**src/rtl/sort_pp_pkg.sv**
```systemverilog
package sort_pp_pkg;
  typedef enum logic {ARR_A = 1'b0, ARR_B = 1'b1} arr_sel_e;

  function automatic arr_sel_e other_arr(input arr_sel_e s);
    return (s == ARR_A) ? ARR_B : ARR_A;
  endfunction
endpackage

```
**src/rtl/sort_rst_sync.sv**
```systemverilog
module sort_rst_sync (
  input  logic clk,
  input  logic rst_n,
  output logic rst_n_sync
);
  logic [1:0] stage_q;

  always_ff @(posedge clk or negedge rst_n) begin
    if (!rst_n) stage_q <= 2'b00;
    else        stage_q <= {stage_q[0], 1'b1};
  end

  assign rst_n_sync = stage_q[1];
endmodule

```
**src/rtl/sort_cell.sv**
```systemverilog
// One storage cell of an insertion array.
// Entry layout: [W-1] valid, [W-2] eor, then key, then data.
module sort_cell #(
  parameter int KEY_W  = 8,
  parameter int DATA_W = 8,
  localparam int W     = 2 + KEY_W + DATA_W
) (
  input  logic         clk,
  input  logic         rst_n,
  input  logic         ins,      // broadcast insertion this cycle
  input  logic         shf,      // shift toward the head this cycle
  input  logic         left_gt,  // neighbour closer to the head yields its place
  input  logic [W-1:0] left_e,
  input  logic [W-1:0] right_e,
  input  logic [W-1:0] new_e,
  output logic [W-1:0] cur_e,
  output logic         gt
);
  logic [W-1:0] cur_q, cur_d;
  logic         en;

  // A cell yields its place when it is empty, or when its {eor,key} is
  // strictly larger than the new one. Equal values stay in front (stable order).
  assign gt = ~cur_q[W-1] | (cur_q[W-2:DATA_W] > new_e[W-2:DATA_W]);
  assign en = ins | shf;

  always_comb begin
    cur_d = cur_q;
    if (shf) begin
      cur_d = right_e;
    end else if (ins && gt) begin
      if (left_gt) cur_d = left_e;   // pushed one place further along
      else         cur_d = new_e;    // this cell is the insertion point
    end
  end

  always_ff @(posedge clk or negedge rst_n) begin
    if (!rst_n)  cur_q <= '0;
    else if (en) cur_q <= cur_d;
  end

  assign cur_e = cur_q;
endmodule

```
**src/rtl/sort_row.sv**
```systemverilog
module sort_row #(
  parameter int DEPTH  = 8,
  parameter int KEY_W  = 8,
  parameter int DATA_W = 8,
  localparam int W     = 2 + KEY_W + DATA_W
) (
  input  logic         clk,
  input  logic         rst_n,
  input  logic         ins,
  input  logic         shf,
  input  logic [W-1:0] new_e,
  output logic [W-1:0] head_e,
  output logic         second_v
);
  logic [W-1:0] ent [DEPTH];
  logic         gt  [DEPTH];

  for (genvar i = 0; i < DEPTH; i++) begin : g_cell
    logic [W-1:0] l_e, r_e;
    logic         l_gt;

    if (i == 0) begin : g_first
      assign l_e  = '0;
      assign l_gt = 1'b0;
    end else begin : g_mid
      assign l_e  = ent[i-1];
      assign l_gt = gt[i-1];
    end

    if (i == DEPTH - 1) begin : g_last
      assign r_e = '0;
    end else begin : g_inner
      assign r_e = ent[i+1];
    end

    sort_cell #(.KEY_W(KEY_W), .DATA_W(DATA_W)) u_cell (
      .clk    (clk),
      .rst_n  (rst_n),
      .ins    (ins),
      .shf    (shf),
      .left_gt(l_gt),
      .left_e (l_e),
      .right_e(r_e),
      .new_e  (new_e),
      .cur_e  (ent[i]),
      .gt     (gt[i])
    );
  end

  assign head_e   = ent[0];
  assign second_v = ent[1][W-1];
endmodule

```
**src/rtl/sort_pp_ctrl.sv**
```systemverilog
module sort_pp_ctrl
  import sort_pp_pkg::*;
#(
  parameter int DEPTH = 8,
  localparam int CW   = $clog2(DEPTH + 1)
) (
  input  logic          clk,
  input  logic          rst_n,
  input  logic          in_valid,
  input  logic          in_eor,
  input  logic          drain_v1,
  output logic          accept,
  output logic          swap,
  output logic          closed,
  output arr_sel_e      sel,
  output logic [CW-1:0] cnt
);
  arr_sel_e      sel_q, sel_d;
  logic          closed_q, closed_d;
  logic [CW-1:0] cnt_q, cnt_d;
  logic          last;

  always_comb begin
    accept   = in_valid & ~closed_q;
    last     = accept & (in_eor | (cnt_q == CW'(DEPTH - 1)));
    swap     = (closed_q | last) & ~drain_v1;
    sel_d    = swap ? other_arr(sel_q) : sel_q;
    closed_d = swap ? 1'b0 : (closed_q | last);
    cnt_d    = swap ? '0 : (cnt_q + CW'(accept));
  end

  always_ff @(posedge clk or negedge rst_n) begin
    if (!rst_n) begin
      sel_q    <= ARR_A;
      closed_q <= 1'b0;
      cnt_q    <= '0;
    end else begin
      sel_q    <= sel_d;
      closed_q <= closed_d;
      cnt_q    <= cnt_d;
    end
  end

  assign sel    = sel_q;
  assign closed = closed_q;
  assign cnt    = cnt_q;
endmodule

```
**src/rtl/sys_sort_pingpong.sv**
```systemverilog
module sys_sort_pingpong
  import sort_pp_pkg::*;
#(
  parameter int DEPTH  = 8,
  parameter int KEY_W  = 8,
  parameter int DATA_W = 8,
  localparam int W     = 2 + KEY_W + DATA_W,
  localparam int CW    = $clog2(DEPTH + 1)
) (
  input  logic              clk,
  input  logic              rst_n,
  input  logic              in_valid,
  input  logic              in_eor,
  input  logic [KEY_W-1:0]  in_key,
  input  logic [DATA_W-1:0] in_data,
  output logic              out_valid,
  output logic              out_eor,
  output logic [KEY_W-1:0]  out_key,
  output logic [DATA_W-1:0] out_data
);
  logic          rst_n_i;
  logic          accept, swap, closed, drain_v1;
  arr_sel_e      sel;
  logic [CW-1:0] cnt;
  logic [W-1:0]  new_e, drain_e;
  logic [W-1:0]  head [2];
  logic          v1   [2];
  logic          ins  [2];
  logic          shf  [2];

  sort_rst_sync u_rst (.clk(clk), .rst_n(rst_n), .rst_n_sync(rst_n_i));

  sort_pp_ctrl #(.DEPTH(DEPTH)) u_ctrl (
    .clk     (clk),
    .rst_n   (rst_n_i),
    .in_valid(in_valid),
    .in_eor  (in_eor),
    .drain_v1(drain_v1),
    .accept  (accept),
    .swap    (swap),
    .closed  (closed),
    .sel     (sel),
    .cnt     (cnt)
  );

  assign new_e = {1'b1, in_eor, in_key, in_data};

  for (genvar g = 0; g < 2; g++) begin : g_arr
    assign ins[g] = accept & (sel == arr_sel_e'(g));
    assign shf[g] = (sel != arr_sel_e'(g));

    sort_row #(.DEPTH(DEPTH), .KEY_W(KEY_W), .DATA_W(DATA_W)) u_row (
      .clk     (clk),
      .rst_n   (rst_n_i),
      .ins     (ins[g]),
      .shf     (shf[g]),
      .new_e   (new_e),
      .head_e  (head[g]),
      .second_v(v1[g])
    );
  end

  // The draining array is always the one not selected for filling.
  assign drain_e  = (sel == ARR_A) ? head[1] : head[0];
  assign drain_v1 = (sel == ARR_A) ? v1[1]   : v1[0];

  assign out_valid = drain_e[W-1];
  assign out_eor   = drain_e[W-2];
  assign out_key   = drain_e[W-3 -: KEY_W];
  assign out_data  = drain_e[DATA_W-1:0];
endmodule

```
**config.mk**
```make
export PLATFORM = sky130hd
export DESIGN_NAME = sys_sort_pingpong
export DESIGN_NICKNAME = d
export VERILOG_FILES = /design/src/rtl/sort_pp_pkg.sv /design/src/rtl/sort_rst_sync.sv /design/src/rtl/sort_cell.sv /design/src/rtl/sort_row.sv /design/src/rtl/sort_pp_ctrl.sv /design/src/rtl/sys_sort_pingpong.sv
export SDC_FILE = /design/constraint.sdc
export NUM_CORES = 1
export LEC_CHECK = 0
export ABC_AREA = 1
export BUFFER_PORTS_ARGS = -buffer_cell sky130_fd_sc_hd__buf_2
export CAP_MARGIN = 20
export CORE_ASPECT_RATIO = 0.6
export CORE_MARGIN = 3
export CORE_UTILIZATION = 45
export CTS_CLUSTER_SIZE = 24
export DETAILED_ROUTE_END_ITERATION = 8
export MAX_ROUTING_LAYER = met4
export SLEW_MARGIN = 15
export SYNTH_ARGS = -nofsm -noshare
export SYNTH_HDL_FRONTEND = slang
export SYNTH_SLANG_ARGS = --single-unit
```
**constraint.sdc**
```tcl
create_clock -name clk -period 23.8 [get_ports clk]
set_clock_uncertainty 0.15 [all_clocks]
set_input_delay 4.76 -clock clk [delete_from_list [all_inputs] [get_ports clk]]
set_output_delay 4.76 -clock clk [all_outputs]
set_load 0.02 [all_outputs]
```
## Yosys cells after proc, flatten, opt, wreduce, memory -nomap -nowiden

Cells that the tools add are included.

- Flip-flop bits (word level): 296
- Input port bits: 20
- Output and inout port bits: 18
- Word-level logic and storage cells: 181

- Add/subtract/negate cells: 1
- $lt $le $gt $ge: 16
- Equal/unequal tests: 9
- Multiplexer cells: 51
- Bitwise operators: 44
- Reductions and logical operators: 40

Operator list:

| operator | number |
|---|---|
| two-way mux 18 bit | 47 |
| greater-than comparator 9 bit | 16 |
| AND reduction 2 bit | 16 |
| bitwise OR 1 bit | 20 |
| inverter 1 bit | 19 |
| logical AND 1 bit | 16 |
| != test 2 x 1 -> 1 bit, second input constant | 8 |
| nonzero test 2 bit | 8 |
| AND 1 bit | 5 |
| adder 4 x 1 -> 4 bit | 1 |
| == test 4 x 3 -> 1 bit, second input constant | 1 |
| two-way mux 4 bit | 1 |
| two-way mux 1 bit | 3 |

## Logic depth before layout (Yosys ltp)

- Depth after elaboration: 6
- Mapped depth: 17
- Gate-level depth less buffers: 14

## Cells and area by module

Synthesis repeated with hierarchy kept, for this count alone.

- Cells, all modules: 3149
- Area total of the unflattened synthesis: 22445.3 um^2

Modules (own cells, without submodules):

| module | times used | cells an instance | area an instance (um^2) | sequential area each (um^2) |
|---|---|---|---|---|
| sort_cell | 16 | 190 | 1361.3 | 450.4 |
| sort_pp_ctrl | 1 | 37 | 329.1 | 150.1 |
| sys_sort_pingpong | 1 | 67 | 274.0 | 0.0 |
| sort_rst_sync | 1 | 3 | 53.8 | 50.0 |
| sort_row | 2 | 1 | 3.8 | 0.0 |

## Least setup slack after synthesis

No wires, ideal clock.

- Kind: input to register
- From: input in_eor
- To: register g_arr[1].u_row.g_cell[0].u_cell.cur_q[11]
- Library setup time: 0.123 ns
- Data arrival time: 6.996 ns
- Required time: 23.527 ns
- Slack: 16.531 ns
- Cell stages on the path: 13
- Buffers on the path: 3
- Path through: clkbuf_1 inv_1 clkbuf_1 ha_1 nand2_2 inv_2 a21oi_2 nand3_2 nand2_4 nand2_4 a21oi_4 buf_6 o21ai_1

- Cells in the longest elaborated chain, start to end: 5

RTL lines:

| item | RTL line | source |
|---|---|---|
| start: declaration | sys_sort_pingpong.sv:13 | `input logic in_eor,` |
| greater-than comparator 9 bit | sort_cell.sv:24 | `assign gt = ~cur_q[W-1] \| (cur_q[W-2:DATA_W] > new_e[W-2:DATA_W]);` |
| bitwise OR 1 bit | sort_cell.sv:24 |  |
| logical AND 1 bit | sort_cell.sv:31 | `end else if (ins && gt) begin` |
| != test 2 x 1 -> 1 bit (no line) | - |  |
| AND reduction 2 bit (no line) | - |  |
| end signal: assignment | sort_cell.sv:39 | `else if (en) cur_q <= cur_d;` |
| end: declaration | sort_cell.sv:19 | `logic [W-1:0] cur_q, cur_d;` |

Every way passes these cells.
A chain may end at the register's enable or synchronous reset.

## Final worst setup path

- From: register u_ctrl.sel_q (netlist: u_ctrl.sel)
- To: output out_data[3]

- Cells in the longest elaborated chain, start to end: 1

RTL lines:

| item | RTL line | source |
|---|---|---|
| start: declaration | sort_pp_ctrl.sv:18 | `arr_sel_e sel_q, sel_d;` |
| start signal: assignment | sort_pp_ctrl.sv:38 | `sel_q <= sel_d;` |
| two-way mux 18 bit | sys_sort_pingpong.sv:64 | `assign drain_e = (sel == ARR_A) ? head[1] : head[0];` |
| end: declaration | sys_sort_pingpong.sv:19 | `output logic [DATA_W-1:0] out_data` |

Every way passes these cells.

==> results.sh <==
export IMPL_status="completed"
export IMPL_overflow=0
export IMPL_ys_seq_elements=296
export IMPL_dieArea_mm2=0.0507
export IMPL_fin_util=0.487
export IMPL_cts_tree="yes"
export IMPL_viasPerCell=5.78
export IMPL_end_kind="output port"
export IMPL_cts_max_level=2
export IMPL_grt_pass1_wl_um=123000
export IMPL_antenna_found_initial=4
export IMPL_area_growth_syn_to_layout_pct=5.75
export IMPL_syn_area_mm2=0.0216
export IMPL_hold_viol_final=0
export IMPL_period_minus_slack_ps=8100
export IMPL_hpwl_um=55500
export IMPL_rows=61
export IMPL_holdCritPathClass="reg -> reg"
export IMPL_cts_setup_buffers=0
export IMPL_drive_gt1_frac=0.0658
export IMPL_die_h_um=176
export IMPL_numCtsBuffers=34
export IMPL_p_int_mw=1.75
export IMPL_via_count=21700
export IMPL_synthCells=3180
export IMPL_core_area_mm2=0.0469
export IMPL_fin_ws_ps=15700
export IMPL_swShare=0.532
export IMPL_powerDensity_mw_per_mm2=164
export IMPL_rsz0062_at_grt="false"
export IMPL_initial_core_util=0.460
export IMPL_route_final_wire_length_um=80800
export IMPL_place_ws_ps=15410
export IMPL_drtAntennaViolNets=0
export IMPL_cts_root_buf="clkbuf_16"
export IMPL_arrival_ps=3190
export IMPL_worstMarginPinSlew_ps=1030
export IMPL_ys_warn_count=0
export IMPL_worstPathRequired_ps=18890
export IMPL_crit_path_start_kind="register"
export IMPL_clk_pin_slew_ps=60
export IMPL_drc=0
export IMPL_drt_iter0_markers=2389
export IMPL_setup_viol=0
export IMPL_slew_headroom=0.311
export IMPL_yosys_top_cells_area="dfrtp_1 (34%), nand2_1 (16%), nand3_1 (11%)"
export IMPL_max_cap_viol_count=0
export IMPL_clk_latency_ps=540
export IMPL_die_w_um=289
export IMPL_syn_nets=3346
export IMPL_clkPwrFrac=0.148
export IMPL_p_leak_nw=11.8
export IMPL_pwr_share_seq=0.287
export IMPL_power_switching_mw=1.99
export IMPL_avgSynthCellArea_um2=6.78
export IMPL_place_congestion=0.964
export IMPL_grtUsageTotal=0.326
export IMPL_slew_violations=0
export IMPL_fin_setup_tns_ps=0
export IMPL_crit_fanout=81
export IMPL_cts_hold_buf=0
export IMPL_cts_buffer_depth=3
export IMPL_ir_drop_mv=0.250
export IMPL_grt_max_degree=176
export IMPL_ios=38
export IMPL_worstSetupPathType="reg -> out"
export IMPL_port_buffers=37
export IMPL_ys_types=41
export IMPL_cts_sinks=296
export IMPL_combPwrFrac=0.565
export IMPL_nets=3258
export IMPL_dr_pass1_iters=6
export IMPL_max_freq_mhz=123
export IMPL_fill_cells=4841
export IMPL_power_mw=3.73
export IMPL_post_synth_top_area_fraction=0.343
export IMPL_synth_seq_area_share=0.343
export IMPL_cts_resized=0
export IMPL_grt_pass1_vias=19900
export IMPL_yosysTopAreaCell="dfrtp_1"
export IMPL_fin_crit_sh=0.340
export IMPL_wl_per_cell_um=21.6
-- Yosys cell counts --
| master | instances |
|---|---|
| inv_4 | 3 |
| o21ai_0 | 109 |
| a21oi_4 | 1 |
| a21boi_4 | 1 |
| dfrtp_1 | 296 |
| a21o_1 | 10 |
| a22oi_1 | 1 |
| a21oi_2 | 1 |
| nand4_2 | 1 |
| o21ai_1 | 18 |
| nor3_2 | 5 |
| a21oi_1 | 259 |
| and3_1 | 1 |
| xnor2_1 | 1 |
| nand4_1 | 17 |
| nand2_8 | 3 |
| nor3_1 | 2 |
| nand3b_2 | 2 |
| inv_2 | 3 |
| ha_1 | 146 |
| nor2_4 | 3 |
| inv_1 | 209 |
| nand3_2 | 1 |
| nor2_1 | 449 |
| clkbuf_1 | 74 |
| buf_4 | 27 |
| nor2_2 | 6 |
| nand2_1 | 916 |
| o21ai_2 | 5 |
| nand2_2 | 18 |
| a21boi_0 | 1 |
| clkinv_1 | 15 |
| buf_6 | 32 |
| buf_2 | 49 |
| buf_1 | 5 |
| o21a_1 | 1 |
| xor2_1 | 1 |
| nand3_1 | 453 |
| nand3b_1 | 3 |
| nand2_4 | 31 |
| conb_1 | 1 |
-- power groups by stage --
stage	clock (mW)	combinational, mW	sequential [mW]
4_1_cts	0.562	2.07	1.06
3_3_place_gp	0	2.03	1.06
2_1_floorplan	0	1.67	0.931
6_report	0.553	2.11	1.07
5_1_grt	0.582	2.38	1.10
3_5_place_dp	0	2.07	1.06
-- layer usage --
layer | vias up | track usage | part of all wire
met5 | - | - | 0
met2 | 968 | 0.437 | 0.41
met4 | 0 | 0.0889 | 0.029
li1 | 10100 | - | -
met1 | 10500 | 0.479 | 0.46
met3 | 149 | 0.0857 | 0.10
-- worst paths after layout --
path,from,to,slack [ps],depth (start not counted)
min in group asynchronous,u_rst.stage_q[1],u_ctrl.cnt[0],270,0
max in group asynchronous,rst_n,u_rst.stage_q[1],19540,1
max reg2reg,u_ctrl.sel,g_arr[1].u_row.g_cell[5].u_cell.cur_e[10],19300,10
max,u_ctrl.sel,out_data[3],15700,4
min reg2reg,u_rst.stage_q[0],u_rst.stage_q[1],210,0
min,u_rst.stage_q[0],u_rst.stage_q[1],210,0
-- sequential cells by signal, indices dropped and copies added (netlist names) --
| name | flops |
|---|---|
| u_ctrl.cnt | 4 |
| u_rst.stage_q | 2 |
| u_ctrl.sel | 1 |
| g_arr.u_row.g_cell.u_cell.cur_e | 288 |
| u_ctrl.closed | 1 |
-- logic make-up (layout without fill, tap and decap cells) --
logic type | count (synthesis) | after routing | synth area share
flops | 296 | 296 | 0.343
xor+xnor | 2 | 2 | 0.000812
compound gates | 407 | 407 | 0.0981
buf+inv | 417 | 351 | 0.0916
simple gates | 1911 | 1911 | 0.381
fa+ha+maj | 146 | 146 | 0.0847
other cells | 1 | 6 | 0.000174
-- cell type report --
class / count / area, µm² / share of cell area
inverters: 230 / 873 / 0.0383
clock buffers: 47 / 1020 / 0.0448
repair buffers: 63 / 400 / 0.0176
clock inverters: 11 / 114 / 0.00499
flip-flops and latches: 296 / 7410 / 0.325
diodes: 5 / 12.5 / 0.000548
well taps: 630 / 788 / 0.0346
multi-input cells: 2467 / 12200 / 0.534
-- per-stage QoR --
stage	hold slack, ps	instance area, µm²	std cells
final	205	22800	3749
after global routing	225	22800	3748
after CTS	206	22800	3743
after detailed placement	192	21700	3685
after global placement	193	21700	3685
after floorplan	181	21600	3180
-- worst max-delay path, cell delays in order, from the launching register on --
cell and delay (ps):
dfrtp_4 660, buf_4 460, buf_4 710, o21ai_0 460, buf_2 290
-- cell usage in the layout, fill, tap and decap left out, types with 15 or more instances in the layout --
cell       netlist  final
buf_4           27     24
nand4_1         17     17
nand2_2         18     18
inv_1          209    209
nand2_4         31     31
buf_2           49     37
o21ai_1         18     18
nand3_1        453    453
clkinv_1        15     15
ha_1           146    146
o21ai_0        109    109
nor2_1         449    449
a21oi_1        259    259
clkbuf_16        0     35
dfrtp_1        296    294
nand2_1        916    916
(Power assumes the default switching activity.)
